<file path="config.mk">
export PLATFORM = sky130hd
export DESIGN_NAME = serial_mem_slave
export DESIGN_NICKNAME = d
export VERILOG_FILES = /design/src/rtl/smem_pkg.sv /design/src/rtl/smem_bus_cond.sv /design/src/rtl/smem_store.sv /design/src/rtl/serial_mem_slave.sv
export SDC_FILE = /design/constraint.sdc
export NUM_CORES = 1
export LEC_CHECK = 0
export BUFFER_PORTS_ARGS = -buffer_cell sky130_fd_sc_hd__buf_2
export CORE_MARGIN = 5
export CORE_UTILIZATION = 26
export CTS_CLUSTER_DIAMETER = 60
export DETAILED_ROUTE_END_ITERATION = 8
export PLACE_DENSITY = 0.48
export SETUP_SLACK_MARGIN = 0.5
export SYNTH_ARGS = -nofsm -noshare
export SYNTH_HDL_FRONTEND = slang
export SYNTH_SLANG_ARGS = --single-unit
</file>
<file path="constraint.sdc">
create_clock -name clk -period 6.1 [get_ports clk]
set_input_delay 0 -clock clk [delete_from_list [all_inputs] [get_ports clk]]
set_output_delay 0 -clock clk [all_outputs]
set_load 0.01 [all_outputs]
</file>
<file path="src/rtl/smem_pkg.sv">
package smem_pkg;

    typedef enum logic [3:0] {
        ST_IDLE,
        ST_DEVADDR,
        ST_DEVACK,
        ST_WORDADDR,
        ST_WORDACK,
        ST_WRDATA,
        ST_WRACK,
        ST_RDDATA,
        ST_RDACK,
        ST_BUSY
    } st_e;

    typedef enum logic [1:0] {
        RG_STD = 2'd0,
        RG_ALT = 2'd1,
        RG_CFG = 2'd2
    } region_e;

    localparam logic [3:0] CODE_STD = 4'b1010;
    localparam logic [3:0] CODE_ALT = 4'b1011;
    localparam logic [3:0] CODE_CFG = 4'b1001;

endpackage

</file>
<file path="src/rtl/smem_bus_cond.sv">
module smem_bus_cond (
    input  logic clk,
    input  logic rst_n,
    input  logic scl_i,
    input  logic sda_i,
    output logic scl_s,
    output logic sda_s,
    output logic scl_rise,
    output logic scl_fall,
    output logic start_det,
    output logic stop_det
);
    localparam int DEPTH = 3;

    logic [DEPTH-1:0] scl_p;
    logic [DEPTH-1:0] sda_p;

    always_ff @(posedge clk or negedge rst_n) begin
        if (!rst_n) begin
            scl_p <= '1;
            sda_p <= '1;
        end else begin
            scl_p <= {scl_p[DEPTH-2:0], scl_i};
            sda_p <= {sda_p[DEPTH-2:0], sda_i};
        end
    end

    always_comb begin
        scl_s     = scl_p[DEPTH-2];
        sda_s     = sda_p[DEPTH-2];
        scl_rise  = scl_p[DEPTH-2] & ~scl_p[DEPTH-1];
        scl_fall  = ~scl_p[DEPTH-2] & scl_p[DEPTH-1];
        start_det = scl_p[DEPTH-2] & scl_p[DEPTH-1] & ~sda_p[DEPTH-2] & sda_p[DEPTH-1];
        stop_det  = scl_p[DEPTH-2] & scl_p[DEPTH-1] & sda_p[DEPTH-2] & ~sda_p[DEPTH-1];
    end

endmodule

</file>
<file path="src/rtl/smem_store.sv">
module smem_store
    import smem_pkg::*;
#(
    parameter int MEM_DEPTH = 32,
    parameter int AW        = $clog2(MEM_DEPTH)
) (
    input  logic          clk,
    input  logic          rst_n,
    input  region_e       rd_region,
    input  logic [AW-1:0] rd_addr,
    output logic [7:0]    rd_data,
    input  logic          wr_en,
    input  region_e       wr_region,
    input  logic [AW-1:0] wr_addr,
    input  logic [7:0]    wr_data,
    input  logic          cfg_we,
    input  logic [7:0]    cfg_wdata
);
    localparam int NREG = 2;

    logic [NREG*8-1:0] bank_rd;
    logic [7:0]        cfg_q;

    for (genvar g = 0; g < NREG; g++) begin : g_bank
        logic [7:0] cells [MEM_DEPTH];
        always_ff @(posedge clk or negedge rst_n) begin
            if (!rst_n) begin
                for (int i = 0; i < MEM_DEPTH; i++) cells[i] <= '0;
            end else if (wr_en && wr_region == region_e'(g)) begin
                cells[wr_addr] <= wr_data;
            end
        end
        assign bank_rd[g*8 +: 8] = cells[rd_addr];
    end

    always_ff @(posedge clk or negedge rst_n) begin
        if (!rst_n)      cfg_q <= '0;
        else if (cfg_we) cfg_q <= cfg_wdata;
    end

    always_comb begin
        if (rd_region == RG_CFG) rd_data = cfg_q;
        else                     rd_data = bank_rd[int'(rd_region)*8 +: 8];
    end


    wr_region_chk: assert property (@(posedge clk) disable iff (!rst_n)
        wr_en |-> wr_region != RG_CFG);


    cfg_excl_chk: assert property (@(posedge clk) disable iff (!rst_n)
        cfg_we |-> !wr_en);

endmodule

</file>
<file path="src/rtl/serial_mem_slave.sv">
module serial_mem_slave
    import smem_pkg::*;
#(
    parameter int MEM_DEPTH    = 32,
    parameter int PAGE_BYTES   = 16,
    parameter int WRITE_CYCLES = 256
) (
    input  logic       clk,
    input  logic       rst_n,
    input  logic       scl_i,
    input  logic       sda_i,
    input  logic [1:0] strap_sel,
    output logic       sda_oe
);
    localparam int AW       = $clog2(MEM_DEPTH);
    localparam int PW       = $clog2(PAGE_BYTES);
    localparam int BUSY_LEN = (WRITE_CYCLES > PAGE_BYTES) ? WRITE_CYCLES : PAGE_BYTES;
    localparam int BW       = $clog2(BUSY_LEN + 1);

    logic scl_s, sda_s, scl_rise, scl_fall, start_det, stop_det;

    smem_bus_cond u_cond (
        .clk, .rst_n, .scl_i, .sda_i,
        .scl_s, .sda_s, .scl_rise, .scl_fall, .start_det, .stop_det
    );

    st_e             state;
    logic [3:0]      bitcnt;
    logic [7:0]      shreg, tx, cfg_shadow;
    logic            rw, master_ack, cfg_pend;
    region_e         region, type_region;
    logic [AW-1:0]   addr;
    logic [7:0]      pbuf [PAGE_BYTES];
    logic [PAGE_BYTES-1:0] pmask;
    logic [BW-1:0]   busy_cnt;
    logic            addr_hit;
    logic [7:0]      rd_data;
    logic            commit_en, cfg_we;
    logic [PW-1:0]   commit_idx;

    always_comb begin
        addr_hit    = (shreg[3:2] == strap_sel);
        type_region = RG_STD;
        case (shreg[7:4])
            CODE_STD: type_region = RG_STD;
            CODE_ALT: type_region = RG_ALT;
            CODE_CFG: type_region = RG_CFG;
            default:  addr_hit    = 1'b0;
        endcase
    end

    always_comb begin
        commit_idx = busy_cnt[PW-1:0];
        commit_en  = (state == ST_BUSY) && (busy_cnt < BW'(PAGE_BYTES)) && pmask[commit_idx];
        cfg_we     = (state == ST_BUSY) && (busy_cnt == '0) && cfg_pend;
    end

    smem_store #(.MEM_DEPTH(MEM_DEPTH), .AW(AW)) u_store (
        .clk, .rst_n,
        .rd_region (region),
        .rd_addr   (addr),
        .rd_data   (rd_data),
        .wr_en     (commit_en),
        .wr_region (region),
        .wr_addr   ({addr[AW-1:PW], commit_idx}),
        .wr_data   (pbuf[commit_idx]),
        .cfg_we    (cfg_we),
        .cfg_wdata (cfg_shadow)
    );

    // State register and datapath
    always_ff @(posedge clk or negedge rst_n) begin
        if (!rst_n) begin
            state      <= ST_IDLE;
            bitcnt     <= '0;
            shreg      <= '0;
            tx         <= '0;
            cfg_shadow <= '0;
            rw         <= 1'b0;
            master_ack <= 1'b0;
            cfg_pend   <= 1'b0;
            region     <= RG_STD;
            addr       <= '0;
            pmask      <= '0;
            busy_cnt   <= '0;
        end else if (state == ST_BUSY) begin
            if (busy_cnt == BW'(BUSY_LEN - 1)) begin
                state    <= ST_IDLE;
                busy_cnt <= '0;
                pmask    <= '0;
                cfg_pend <= 1'b0;
            end else begin
                busy_cnt <= busy_cnt + 1'b1;
            end
        end else if (start_det) begin
            state    <= ST_DEVADDR;
            bitcnt   <= '0;
            pmask    <= '0;
            cfg_pend <= 1'b0;
        end else if (stop_det) begin
            busy_cnt <= '0;
            state    <= (|pmask || cfg_pend) ? ST_BUSY : ST_IDLE;
        end else begin
            unique case (state)
                ST_DEVADDR, ST_WORDADDR, ST_WRDATA: begin
                    if (scl_rise) begin
                        shreg  <= {shreg[6:0], sda_s};
                        bitcnt <= bitcnt + 1'b1;
                    end else if (scl_fall && bitcnt == 4'd8) begin
                        bitcnt <= '0;
                        if (state == ST_DEVADDR) begin
                            if (addr_hit) begin
                                state  <= ST_DEVACK;
                                rw     <= shreg[0];
                                region <= type_region;
                            end else begin
                                state <= ST_IDLE;
                            end
                        end else if (state == ST_WORDADDR) begin
                            addr  <= shreg[AW-1:0];
                            state <= ST_WORDACK;
                        end else begin
                            if (region == RG_CFG) begin
                                cfg_shadow <= shreg;
                                cfg_pend   <= 1'b1;
                            end else begin
                                pbuf[addr[PW-1:0]]  <= shreg;
                                pmask[addr[PW-1:0]] <= 1'b1;
                            end
                            addr[PW-1:0] <= addr[PW-1:0] + 1'b1;
                            state        <= ST_WRACK;
                        end
                    end
                end
                ST_DEVACK: if (scl_fall) begin
                    if (rw) begin
                        state <= ST_RDDATA;
                        tx    <= rd_data;
                    end else begin
                        state <= ST_WORDADDR;
                    end
                end
                ST_WORDACK, ST_WRACK: if (scl_fall) state <= ST_WRDATA;
                ST_RDDATA: begin
                    if (scl_rise) begin
                        bitcnt <= bitcnt + 1'b1;
                    end else if (scl_fall) begin
                        if (bitcnt == 4'd8) begin
                            bitcnt <= '0;
                            addr   <= addr + 1'b1;
                            state  <= ST_RDACK;
                        end else begin
                            tx <= {tx[6:0], 1'b0};
                        end
                    end
                end
                ST_RDACK: begin
                    if (scl_rise) begin
                        master_ack <= ~sda_s;
                    end else if (scl_fall) begin
                        if (master_ack) begin
                            state <= ST_RDDATA;
                            tx    <= rd_data;
                        end else begin
                            state <= ST_IDLE;
                        end
                    end
                end
                ST_IDLE, ST_BUSY: ;
                default: state <= ST_IDLE;
            endcase
        end
    end

    // Outputs
    always_comb begin
        unique case (state)
            ST_DEVACK, ST_WORDACK, ST_WRACK: sda_oe = 1'b1;
            ST_RDDATA:                       sda_oe = ~tx[7];
            default:                         sda_oe = 1'b0;
        endcase
    end


    sda_edge_chk: assert property (@(posedge clk) disable iff (!rst_n)
        !$stable(sda_oe) |-> !scl_s);


    page_ptr_chk: assert property (@(posedge clk) disable iff (!rst_n)
        ($past(state) == ST_WRDATA && state == ST_WRACK) |->
            (addr[PW-1:0] == PW'($past(addr[PW-1:0]) + 1'b1)) &&
            (addr[AW-1:PW] == $past(addr[AW-1:PW])));


    commit_after_stop_chk: assert property (@(posedge clk) disable iff (!rst_n)
        $rose(state == ST_BUSY) |-> $past(stop_det));


    busy_len_chk: assert property (@(posedge clk) disable iff (!rst_n)
        state == ST_BUSY |-> busy_cnt < BW'(BUSY_LEN));

endmodule

</file>
==> qor.yml <==
grt_max_degree: 102
dp_hpwl_mm: 60.65
cp_slowest_cell: "dfrtp_2"
rsz0062_at_grt: "false"
path_cells: "ha_1 -> nand3_1 -> or2_1 -> nor3_4 -> mux2_2"
drtIter0Drc: 1295
place_inst: 3733
ys_seq_area_share_pct: 56.65
ctsHoldBuffers: 4
relSlewSlack_pct: 11.60
initial_core_util_pct: 26.21
die_h_microns: 366.2
num_vias: 19450
drive_gt1_share_pct: 42.48
crit_fanout: 41
antenna_found_initial: 2
grt_pass1_vias: 20840
setup_viol_count_final: 0
cts_tree: "done"
cellLeakagePower_nw: 16.19
worstSetupStartpointType: "flop"
synthToLayoutAreaGrowth_pct: 13.97
peakVddDrop_v: 0.0001929
min_period_ns: 3.923
syn_avg_cell_area_sq_um: 15.12
die_w_microns: 366.2
ys.flop_type: "dfrtp_1"
cp.depth: 5
die-area_sq_um: 134100
cts_buffer_depth: 3
ios: 7
r2r_start: "busy_cnt[1]"
cap_violations: 0
cp-end-kind: "flop"
worst_slew_pin_slew_ns: 1.317
synthArstFlopShare_pct: 82.25
fin_cells: 3891
root_buffer: "clkbuf_16"
wl_per_cell_microns: 24.65
startpoint: "busy_cnt[1]"
cts-resized-gates: 0
layout.nets: 2191
num_rows: 130
overflow: 0
reg2regPathDepth: 5
track_usage_pct: 14.14
period_share_pct: 64.31
synth_cell_type_count: 82
cts.clk_slew.worst_paths_ns: 0.06
crit_family: "simple AND/OR/NAND/NOR gates"
cts_setup_buffers: 0
max_freq_mhz: 254.9
worst_ep_required_time_ns: 6.63
clock-sinks: 721
path_class: "reg2reg"
cts_inserted_buffers: 83
drv_slew: 0
ys_warn_count: 0
timing.final.hold_violations: 0
drt_first_pass_iters: 6
ant_nets: 0
cp_num_buf_inv: 0
drc: 0
wirelength_mm: 95.90
cts_htree_levels: 3
fillers: 12520
grt_pass1_wl_mm: 145.1
syn-num-nets: 2201
arrival_ns: 4.45
routed_via_density: 4.999
clock_skew_ns: 0.03165
hp-class: "in2async"
clk_latency_ns: 0.65
powerDensity_nw_per_um2: 303.3
status: "finished, final reports clean"
numPortBuffers: 6
ys_ff_latch: 721
stdcell_area_sq_um: 37600
fin_setup_tns_ns: 0
core-area_sq_um: 125900
synth_edf_count: 128
netlist_area_sq_um: 32990
gp_congestion: 0.8421
worst_path_largest_cell_delay_ns: 1.12
placed_area_sq_um: 34810
synth_cells: 2182
diodes: 0
-- routing by layer --
| metal | track usage, % | up-vias | part of all wire (%) |
|---|---|---|---|
| met5 | 0 | - | 0 |
| met4 | 3.050 | 0 | 2.2 |
| met3 | 2.129 | 146 | 3.7 |
| met2 | 23.01 | 425 | 47 |
| met1 | 20.05 | 10590 | 47 |
| li1 | - | 8286 | - |
-- sequential cells by signal (all words and copies together), names as in the netlist --
register              flops
master_ack                1
pbuf                    128
bitcnt                    4
u_store.cfg_q             8
busy_cnt                  9
cfg_shadow                8
state                     4
u_cond.sda_p              3
cfg_pend                  1
rw                        1
u_cond.scl_p              3
region                    2
u_store.g_bank.cells    512
pmask                    16
addr                      5
tx                        8
shreg                     8
-- layout make-up --
| type | count | area (sq um) | share of cell area [%] |
|---|---|---|---|
| tap | 1650 | 2064 | 5.490 |
| sequential | 721 | 18700 | 49.74 |
| inverter | 19 | 71.32 | 0.1897 |
| multi-input combinational | 1294 | 13590 | 36.13 |
| timing repair buffer | 53 | 427.9 | 1.138 |
| clock inverter | 37 | 355.3 | 0.9450 |
| clock buffer | 117 | 2395 | 6.369 |
-- synthesized netlist by cell type, types with 11 or more instances --
cell type | n | area (sq um)
buf_4 | 14 | 105.1
ha_1 | 13 | 162.7
o22ai_1 | 12 | 75.07
nor3_1 | 13 | 65.06
a31oi_1 | 25 | 156.4
a22oi_1 | 20 | 150.1
a211oi_1 | 11 | 82.58
edfxtp_1 | 128 | 3844
inv_1 | 17 | 63.81
and3_1 | 19 | 118.9
clkbuf_1 | 90 | 337.8
mux2i_1 | 63 | 630.6
dfrtp_1 | 587 | 14690
buf_1 | 20 | 75.07
nand3_1 | 22 | 110.1
o21ai_0 | 34 | 170.2
a21oi_1 | 34 | 170.2
nor2_1 | 61 | 229.0
mux2_2 | 540 | 6081
o221ai_1 | 11 | 96.34
mux4_2 | 144 | 3243
nor2_2 | 17 | 106.4
nand2_1 | 70 | 262.8
buf_2 | 19 | 95.09
nand3_2 | 23 | 230.2
-- report_power, final --
| group | total [mW] | switching, mW | internal (mW) |
|---|---|---|---|
| registers | 5.20 | 0.181 | 5.02 |
| clock network | 4.97 | 2.08 | 2.89 |
| logic | 1.24 | 0.890 | 0.347 |
-- per-stage QoR --
step           hold slack, ns  total power, mW  worst slack (ns)  util (%)
2_1_floorplan         -0.2956            5.941             3.509         -
3_3_place_gp           0.1115            6.491             2.266     27.65
3_5_place_dp           0.1205            6.534             2.167     27.65
4_1_cts               0.03434            11.56             2.150     29.87
5_1_grt               0.04509            11.85             2.001     29.87
6_report              0.02813            11.41             2.177     29.87
-- kinds of logic after synthesis --
group	after synthesis	synth area share (%)
DFF	721	56.65
adders and majority gates	13	0.4930
muxes	748	30.20
xor gates and xnor gates	4	0.1062
buffers and inverters	167	2.245
AOI/OAI and AO/OA	205	4.262
and+or+nand+nor	324	6.041
-- worst register-to-register path, stage by stage (launching register included) --
cell and delay (ns):
dfrtp_2 1.12, ha_1 1.01, nand3_1 0.24, or2_1 0.54, nor3_4 0.50, mux2_2 0.40
-- layout by cell type (no fill, tap or decap), types with 10 or more instances in the layout --
master     netlist  layout
a31oi_1         25      25
inv_1           17      17
nor2_1          61      58
nor3_1          13      13
nand2_1         70      70
nor2_2          17      19
nand3_1         22      22
clkbuf_8         0      19
a211oi_1        11      11
mux4_2         144     144
buf_4           14      41
a22oi_1         20      20
clkbuf_16        0      83
clkbuf_1        90      15
edfxtp_1       128     128
and2_1          10      10
o221ai_1        11      11
ha_1            13      13
dfrtp_1        587     581
nand3_2         23      23
and3_1          19      19
mux2_2         540     540
mux2i_1         63      63
o21ai_0         34      34
clkinv_2         0      13
a21oi_1         34      34
o22ai_1         12      12
-- path summary, 6_finish.rpt --
kind | to | slack, ns
worst max-delay path | u_store.g_bank[0].cells[133] | 2.18
worst min-delay path | u_store.g_bank[0].cells[250] | 0.03
worst max register to register | u_store.g_bank[0].cells[133] | 2.18
worst min register to register | u_cond.scl_p[1] | 0.36
max in group asynchronous | u_store.g_bank[1].cells[41] | 3.83
min in group clk | u_cond.sda_p[0] | 0.07
Note: power is estimated with default switching activity, not from simulation.
